$ cat config.mk
export PLATFORM = sky130hd
export DESIGN_NAME = cal_clock_top
export DESIGN_NICKNAME = d
export VERILOG_FILES = /design/src/rtl/cal_pkg.sv /design/src/rtl/cal_prescaler.sv /design/src/rtl/cal_calendar.sv /design/src/rtl/cal_clock_top.sv
export SDC_FILE = /design/constraint.sdc
export NUM_CORES = 1
export LEC_CHECK = 0
export BUFFER_PORTS_ARGS = -buffer_cell sky130_fd_sc_hd__buf_2
export CAP_MARGIN = 0
export CORE_ASPECT_RATIO = 2
export CORE_MARGIN = 2
export CORE_UTILIZATION = 56
export CTS_BUF_LIST = sky130_fd_sc_hd__clkbuf_16
export CTS_CLUSTER_DIAMETER = 200
export CTS_CLUSTER_SIZE = 28
export DETAILED_ROUTE_END_ITERATION = 10
export PLACE_DENSITY = 0.85
export SYNTH_ARGS = -nofsm -noshare
export SYNTH_HDL_FRONTEND = slang
export SYNTH_SLANG_ARGS = --single-unit
$ cat constraint.sdc
create_clock -name clk -period 4.2 [get_ports clk]
set_clock_uncertainty 0.15 [all_clocks]
set_input_delay 0.21 -clock clk [delete_from_list [all_inputs] [get_ports clk]]
set_output_delay 0.21 -clock clk [all_outputs]
set_load 0.1 [all_outputs]
$ cat src/rtl/cal_pkg.sv
package cal_pkg;

    localparam int NUM_FIELDS = 7;
    localparam int NUM_EVENTS = 4;

    typedef enum logic [2:0] {
        F_SEC  = 3'd0,
        F_MIN  = 3'd1,
        F_HOUR = 3'd2,
        F_DAY  = 3'd3,
        F_MON  = 3'd4,
        F_YEAR = 3'd5,
        F_WDAY = 3'd6
    } field_e;

    localparam logic [7:0] CTRL_OFF = 8'h40;
    localparam logic [7:0] STAT_OFF = 8'h44;
    localparam logic [7:0] IEN_OFF  = 8'h48;

    typedef struct packed {
        logic [7:0] wday;
        logic [7:0] year;
        logic [7:0] mon;
        logic [7:0] day;
        logic [7:0] hour;
        logic [7:0] min;
        logic [7:0] sec;
    } cal_time_t;

    function automatic logic [7:0] bcd_inc(input logic [7:0] v);
        if (v[3:0] >= 4'd9) return {v[7:4] + 4'd1, 4'd0};
        return {v[7:4], v[3:0] + 4'd1};
    endfunction

    // two-digit BCD year is a multiple of four
    function automatic logic is_leap(input logic [7:0] y);
        if (y[4]) return (y[3:0] == 4'd2) || (y[3:0] == 4'd6);
        return (y[3:0] == 4'd0) || (y[3:0] == 4'd4) || (y[3:0] == 4'd8);
    endfunction

    function automatic logic [7:0] month_last_day(input logic [7:0] m, input logic [7:0] y);
        case (m)
            8'h02:                      return is_leap(y) ? 8'h29 : 8'h28;
            8'h04, 8'h06, 8'h09, 8'h11: return 8'h30;
            default:                    return 8'h31;
        endcase
    endfunction

    function automatic logic [7:0] get_field(input cal_time_t t, input logic [2:0] idx);
        case (idx)
            3'd0:    return t.sec;
            3'd1:    return t.min;
            3'd2:    return t.hour;
            3'd3:    return t.day;
            3'd4:    return t.mon;
            3'd5:    return t.year;
            3'd6:    return t.wday;
            default: return 8'h00;
        endcase
    endfunction

endpackage

$ cat src/rtl/cal_prescaler.sv
module cal_prescaler #(
    parameter int TICKS_PER_SEC = 32768
) (
    input  logic clk,
    input  logic rst,
    input  logic run,
    input  logic tick,
    input  logic restart,
    output logic step,
    output logic busy
);
    localparam int CNT_W = (TICKS_PER_SEC > 1) ? $clog2(TICKS_PER_SEC) : 1;
    localparam logic [CNT_W-1:0] LAST = CNT_W'(TICKS_PER_SEC - 1);

    logic [CNT_W-1:0] cnt_q;
    logic             at_last;

    assign at_last = (cnt_q == LAST);
    assign busy    = run && at_last;
    assign step    = busy && tick;

    always_ff @(posedge clk) begin
        if (rst || restart) begin
            cnt_q <= '0;
        end else if (run && tick) begin
            cnt_q <= at_last ? '0 : cnt_q + 1'b1;
        end
    end
endmodule

$ cat src/rtl/cal_calendar.sv
module cal_calendar
    import cal_pkg::*;
(
    input  logic                  clk,
    input  logic                  rst,
    input  logic                  step,
    input  logic [NUM_FIELDS-1:0] fld_wr,
    input  logic [7:0]            wdata,
    output cal_time_t             tm,
    output logic [NUM_EVENTS-1:0] ev
);
    cal_time_t tm_q;
    cal_time_t tm_d;
    logic      go;
    logic      mon_carry;
    logic      year_carry;

    assign tm = tm_q;
    assign go = step && (fld_wr == '0);

    assign ev[0]      = go;
    assign ev[1]      = ev[0] && (tm_q.sec  == 8'h59);
    assign ev[2]      = ev[1] && (tm_q.min  == 8'h59);
    assign ev[3]      = ev[2] && (tm_q.hour == 8'h23);
    assign mon_carry  = ev[3] && (tm_q.day == month_last_day(tm_q.mon, tm_q.year));
    assign year_carry = mon_carry && (tm_q.mon == 8'h12);

    always_comb begin
        tm_d = tm_q;
        if (go) tm_d.sec = ev[1] ? 8'h00 : bcd_inc(tm_q.sec);
        if (ev[1]) tm_d.min = ev[2] ? 8'h00 : bcd_inc(tm_q.min);
        if (ev[2]) tm_d.hour = ev[3] ? 8'h00 : bcd_inc(tm_q.hour);
        if (ev[3]) begin
            tm_d.day  = mon_carry ? 8'h01 : bcd_inc(tm_q.day);
            tm_d.wday = (tm_q.wday >= 8'h06) ? 8'h00 : tm_q.wday + 8'h01;
        end
        if (mon_carry) tm_d.mon = year_carry ? 8'h01 : bcd_inc(tm_q.mon);
        if (year_carry) tm_d.year = (tm_q.year == 8'h99) ? 8'h00 : bcd_inc(tm_q.year);
        if (fld_wr[F_SEC])  tm_d.sec  = wdata;
        if (fld_wr[F_MIN])  tm_d.min  = wdata;
        if (fld_wr[F_HOUR]) tm_d.hour = wdata;
        if (fld_wr[F_DAY])  tm_d.day  = wdata;
        if (fld_wr[F_MON])  tm_d.mon  = wdata;
        if (fld_wr[F_YEAR]) tm_d.year = wdata;
        if (fld_wr[F_WDAY]) tm_d.wday = wdata;
    end

    always_ff @(posedge clk) begin
        if (rst) begin
            tm_q <= '{wday: 8'h00, year: 8'h00, mon: 8'h01, day: 8'h01,
                      hour: 8'h00, min: 8'h00, sec: 8'h00};
        end else begin
            tm_q <= tm_d;
        end
    end
endmodule

$ cat src/rtl/cal_clock_top.sv
module cal_clock_top
    import cal_pkg::*;
#(
    parameter int TICKS_PER_SEC = 32768,
    parameter int ADDR_W        = 8
) (
    input  logic              clk,
    input  logic              rst,
    input  logic              tick_i,
    input  logic [ADDR_W-1:0] bus_addr,
    input  logic              bus_wr,
    input  logic [7:0]        bus_wdata,
    output logic [7:0]        bus_rdata,
    output logic              irq_o
);
    localparam int IEN_BIT = 2;

    cal_time_t             time_q;
    logic [NUM_FIELDS-1:0] fld_wr;
    logic [NUM_EVENTS-1:0] ev_w;
    logic [NUM_EVENTS-1:0] flag_q;
    logic [NUM_EVENTS-1:0] clr_w;
    logic                  run_q;
    logic                  ien_q;
    logic                  busy_w;
    logic                  step_w;
    logic                  fld_hit;
    logic [2:0]            fld_idx;
    logic                  hit_ctrl;
    logic                  hit_stat;
    logic                  hit_ien;
    logic [7:0]            sec_now;

    assign sec_now  = time_q.sec;
    assign fld_idx  = bus_addr[4:2];
    assign fld_hit  = (bus_addr[ADDR_W-1:5] == '0) && (bus_addr[1:0] == 2'b00)
                      && (int'(fld_idx) < NUM_FIELDS);
    assign hit_ctrl = (bus_addr == ADDR_W'(CTRL_OFF));
    assign hit_stat = (bus_addr == ADDR_W'(STAT_OFF));
    assign hit_ien  = (bus_addr == ADDR_W'(IEN_OFF));

    assign fld_wr = (bus_wr && fld_hit) ? NUM_FIELDS'(1) << fld_idx : '0;
    assign clr_w  = (bus_wr && hit_stat) ? bus_wdata[2 +: NUM_EVENTS] : '0;

    cal_prescaler #(.TICKS_PER_SEC(TICKS_PER_SEC)) u_presc (
        .clk     (clk),
        .rst     (rst),
        .run     (run_q),
        .tick    (tick_i),
        .restart (fld_wr[F_SEC]),
        .step    (step_w),
        .busy    (busy_w)
    );

    cal_calendar u_cal (
        .clk    (clk),
        .rst    (rst),
        .step   (step_w),
        .fld_wr (fld_wr),
        .wdata  (bus_wdata),
        .tm     (time_q),
        .ev     (ev_w)
    );

    always_ff @(posedge clk) begin
        if (rst) begin
            run_q <= 1'b0;
            ien_q <= 1'b0;
        end else if (bus_wr) begin
            if (hit_ctrl) run_q <= bus_wdata[0];
            if (hit_ien)  ien_q <= bus_wdata[IEN_BIT];
        end
    end

    for (genvar i = 0; i < NUM_EVENTS; i++) begin : g_flag
        logic flag_b;
        always_ff @(posedge clk) begin
            if (rst)          flag_b <= 1'b0;
            else if (ev_w[i]) flag_b <= 1'b1;
            else if (clr_w[i]) flag_b <= 1'b0;
        end
        assign flag_q[i] = flag_b;
    end

    assign irq_o = ien_q && flag_q[0];

    always_comb begin
        bus_rdata = 8'h00;
        if (fld_hit)       bus_rdata = get_field(time_q, fld_idx);
        else if (hit_ctrl) bus_rdata = {7'd0, run_q};
        else if (hit_stat) bus_rdata = {2'd0, flag_q, run_q, busy_w};
        else if (hit_ien)  bus_rdata = 8'(ien_q) << IEN_BIT;
    end
endmodule

==> impl_metrics.env <==
export IMPL_met2_usage_pct=57.57
export IMPL_start_kind="register"
export IMPL_ant_nets=0
export IMPL_clkSinkCount=77
export IMPL_dp_hpwl_um=13080
export IMPL_critPathCaptureType="register"
export IMPL_ioPinCount=29
export IMPL_grt_max_degree=35
export IMPL_die_y_um=144.0
export IMPL_diodes=0
export IMPL_syn_nets=782
export IMPL_num_vias=5731
export IMPL_final_setup_worst_slack_ns=0.5757
export IMPL_clkTransAtPathRegs_ns=0.06
export IMPL_dp_cells=852
export IMPL_p_per_area_nw_per_um2=265.2
export IMPL_grt_pass1_wl_um=27170
export IMPL_dieArea_um2=10660
export IMPL_grt_pass1_vias=5482
export IMPL_drv_slew=0
export IMPL_leakage_nw=2.156
export IMPL_cts_buffer_depth=2
export IMPL_syn2layout_area_growth_pct=9.025
export IMPL_syn_area_um2=5490
export IMPL_p_total_mw=1.588
export IMPL_rsz0062_at_grt="no"
export IMPL_place_ws_ns=0.5996
export IMPL_r2r_start="u_cal.tm[32]"
export IMPL_synth_edf_count=0
export IMPL_ff2ff_setup_slack_ns=0.58
export IMPL_synthTopCellsByArea="dfxtp_1 (28%), ha_1 (8.4%), nor2_1 (6.2%)"
export IMPL_final_cell_mix="nor2_1 (91), dfxtp_1 (77), nand2_1 (65), nand3_1 (50), o21ai_0 (48)"
export IMPL_status="finished, final reports clean"
export IMPL_worst_pin_slew_ns=0.8036
export IMPL_async_reset_ff_share_pct=0
export IMPL_met3_usage_pct=6.551
export IMPL_vdd_ir_drop_max_mv=0.2428
export IMPL_wire_per_inst_um=20.23
export IMPL_post_route_period_util_pct=86.29
export IMPL_layout_min_cycle_time_ns=3.624
export IMPL_synth_cell_type_count=71
export IMPL_rows=51
export IMPL_vias_per_cell=6.603
export IMPL_grt_busiest_layer="met2"
export IMPL_syn_inst=725
export IMPL_cp_arrival_ns=3.73
export IMPL_slew_limit_headroom_pct=46.01
export IMPL_cts_resized=0
export IMPL_min_to="u_cal.tm[55]"
export IMPL_insertion_delay_ns=0.34
export IMPL_finalHoldViolCount=0
export IMPL_maxCapViolCount=0
export IMPL_die_x_um=74.02
export IMPL_numCtsBuffers=9
export IMPL_path_max_fanout=9
export IMPL_place_port_buffers=28
export IMPL_synth_seq_area_share_pct=28.08
export IMPL_fin_cells=868
export IMPL_grtUsageTotal_pct=33.84
export IMPL_r2r_cells=9
export IMPL_setup_tns_ns=0
export IMPL_grt_use_met1_pct=33.64
export IMPL_core_region_area_um2=9635
export IMPL_syn_area_per_cell_um2=7.573
export IMPL_worstHoldPathType="primary input to register"
export IMPL_rr_endpoint="u_cal.tm[40]"
export IMPL_cts_tree="done"
export IMPL_worst_endpoint_required_ns=4.30
export IMPL_postCtsHoldBufs=0
export IMPL_min_from="bus_wdata[7]"
export IMPL_ys_warn_count=0
export IMPL_start_util_pct=56.98
export IMPL_synth_main_ff_cell="dfxtp_1"
export IMPL_grt_ovfl_total=0
export IMPL_drive_gt1_share_pct=10.73
export IMPL_drtPass1Iterations=5
export IMPL_antenna_found_initial=0
export IMPL_synth_seq_cells=77
export IMPL_post_synth_top_area_cell="dfxtp_1"
export IMPL_place_congestion=1.013
export IMPL_fmax_ghz=0.2759
export IMPL_layout_commonest_cell="nor2_1"
export IMPL_cts_setup_buffers=0
export IMPL_wl_um=17560
export IMPL_cts_root_buf="clkbuf_16"
export IMPL_yosysTopAreaCellShare_pct=28.08
export IMPL_h_tree_depth=3
export IMPL_final_nets=788
export IMPL_drcViolationCount=0
export IMPL_whs_path_depth=3
export IMPL_finalSetupViolations=0
export IMPL_critical_path_class="register to register"
export IMPL_first_iter_violations=615
-- cell usage after synthesis, types with 10 or more instances --
cell / instances
a21oi_1: 40
o21ai_0: 48
and3_1: 13
ha_1: 37
xor2_1: 11
nor3_1: 26
a211oi_1: 17
dfxtp_1: 77
clkbuf_1: 34
mux2i_1: 19
nor2_1: 91
nand4_1: 10
nand2_1: 65
inv_1: 27
nand3_1: 50
a311oi_1: 13
-- layout make-up --
cell class | count | area [um2]
Clock inverter | 7 | 66.31
Inverter | 27 | 101.3
Clock buffer | 9 | 225.2
Tap cell | 132 | 165.2
Fill cell | 854 | 3650
Timing Repair Buffer | 37 | 207.7
Multi-Input combinational cell | 579 | 3679
Sequential cell | 77 | 1541
-- worst max-delay path, cell delays in order (launching register included) --
cell      delay [ns]
dfxtp_1         0.36
inv_1           0.15
ha_1            0.17
or4b_4          0.47
nor2_1          0.16
mux2_2          0.36
nor4b_1         0.63
o21ai_2         0.26
or4_1           0.57
a311oi_1        0.26
-- sequential cells by signal, summed over array words and instances (netlist names) --
name,flops
g_flag.flag_b,4
u_presc.cnt_q,15
run_q,1
u_cal.tm,56
ien_q,1
-- per-layer routing --
metal  share of wire (%)  wire length (um)
met3                 6.1              1067
met2                  50              8847
met5                   0                 0
met4                 9.2              1612
met1                  34              6030
-- cells by family (layout without fill, tap and decap cells) --
kind of cell	after synthesis	after routing	share of synthesized area, %
AOI/OAI and AO/OA	181	181	21.70
xor gates and xnor gates	18	18	2.871
adders and majority gates	37	37	8.432
buffers and inverters	69	80	4.922
DFF	77	77	28.08
muxes	27	27	5.720
and+or+nand+nor	316	316	28.28
-- worst max path at each step --
stage	start	to	slack, ns	cells after the start
after global routing	u_cal.tm[32]	u_cal.tm[38]	0.29	9
after floorplan	bus_addr[5]	bus_rdata[1]	0.33	3
final	u_cal.tm[32]	u_cal.tm[40]	0.58	9
after detailed placement	u_cal.tm[32]	u_cal.tm[40]	0.60	9
after global placement	u_cal.tm[32]	u_cal.tm[40]	0.74	9
after CTS	u_cal.tm[32]	u_cal.tm[40]	0.59	9
-- report_power, final --
part	internal, mW	switching, mW	total, mW
Clock	0.457	0.317	0.774
Combinational	0.0202	0.0606	0.0808
Sequential	0.731	0.00186	0.733
Total	1.21	0.380	1.59
-- stage by stage --
| stage | util (%) | hold slack (ns) | instance area [um2] |
|---|---|---|---|
| 4_1_cts | 62.12 | 0.07608 | 5986 |
| 5_1_grt | 62.12 | 0.1117 | 5986 |
| 3_5_place_dp | 59.10 | 0.3050 | 5694 |
| 3_3_place_gp | 59.10 | 0.2799 | 5694 |
| 2_1_floorplan | - | 0.1960 | 5490 |
| 6_report | 62.12 | 0.09715 | 5986 |
(Power assumes the default switching activity.)
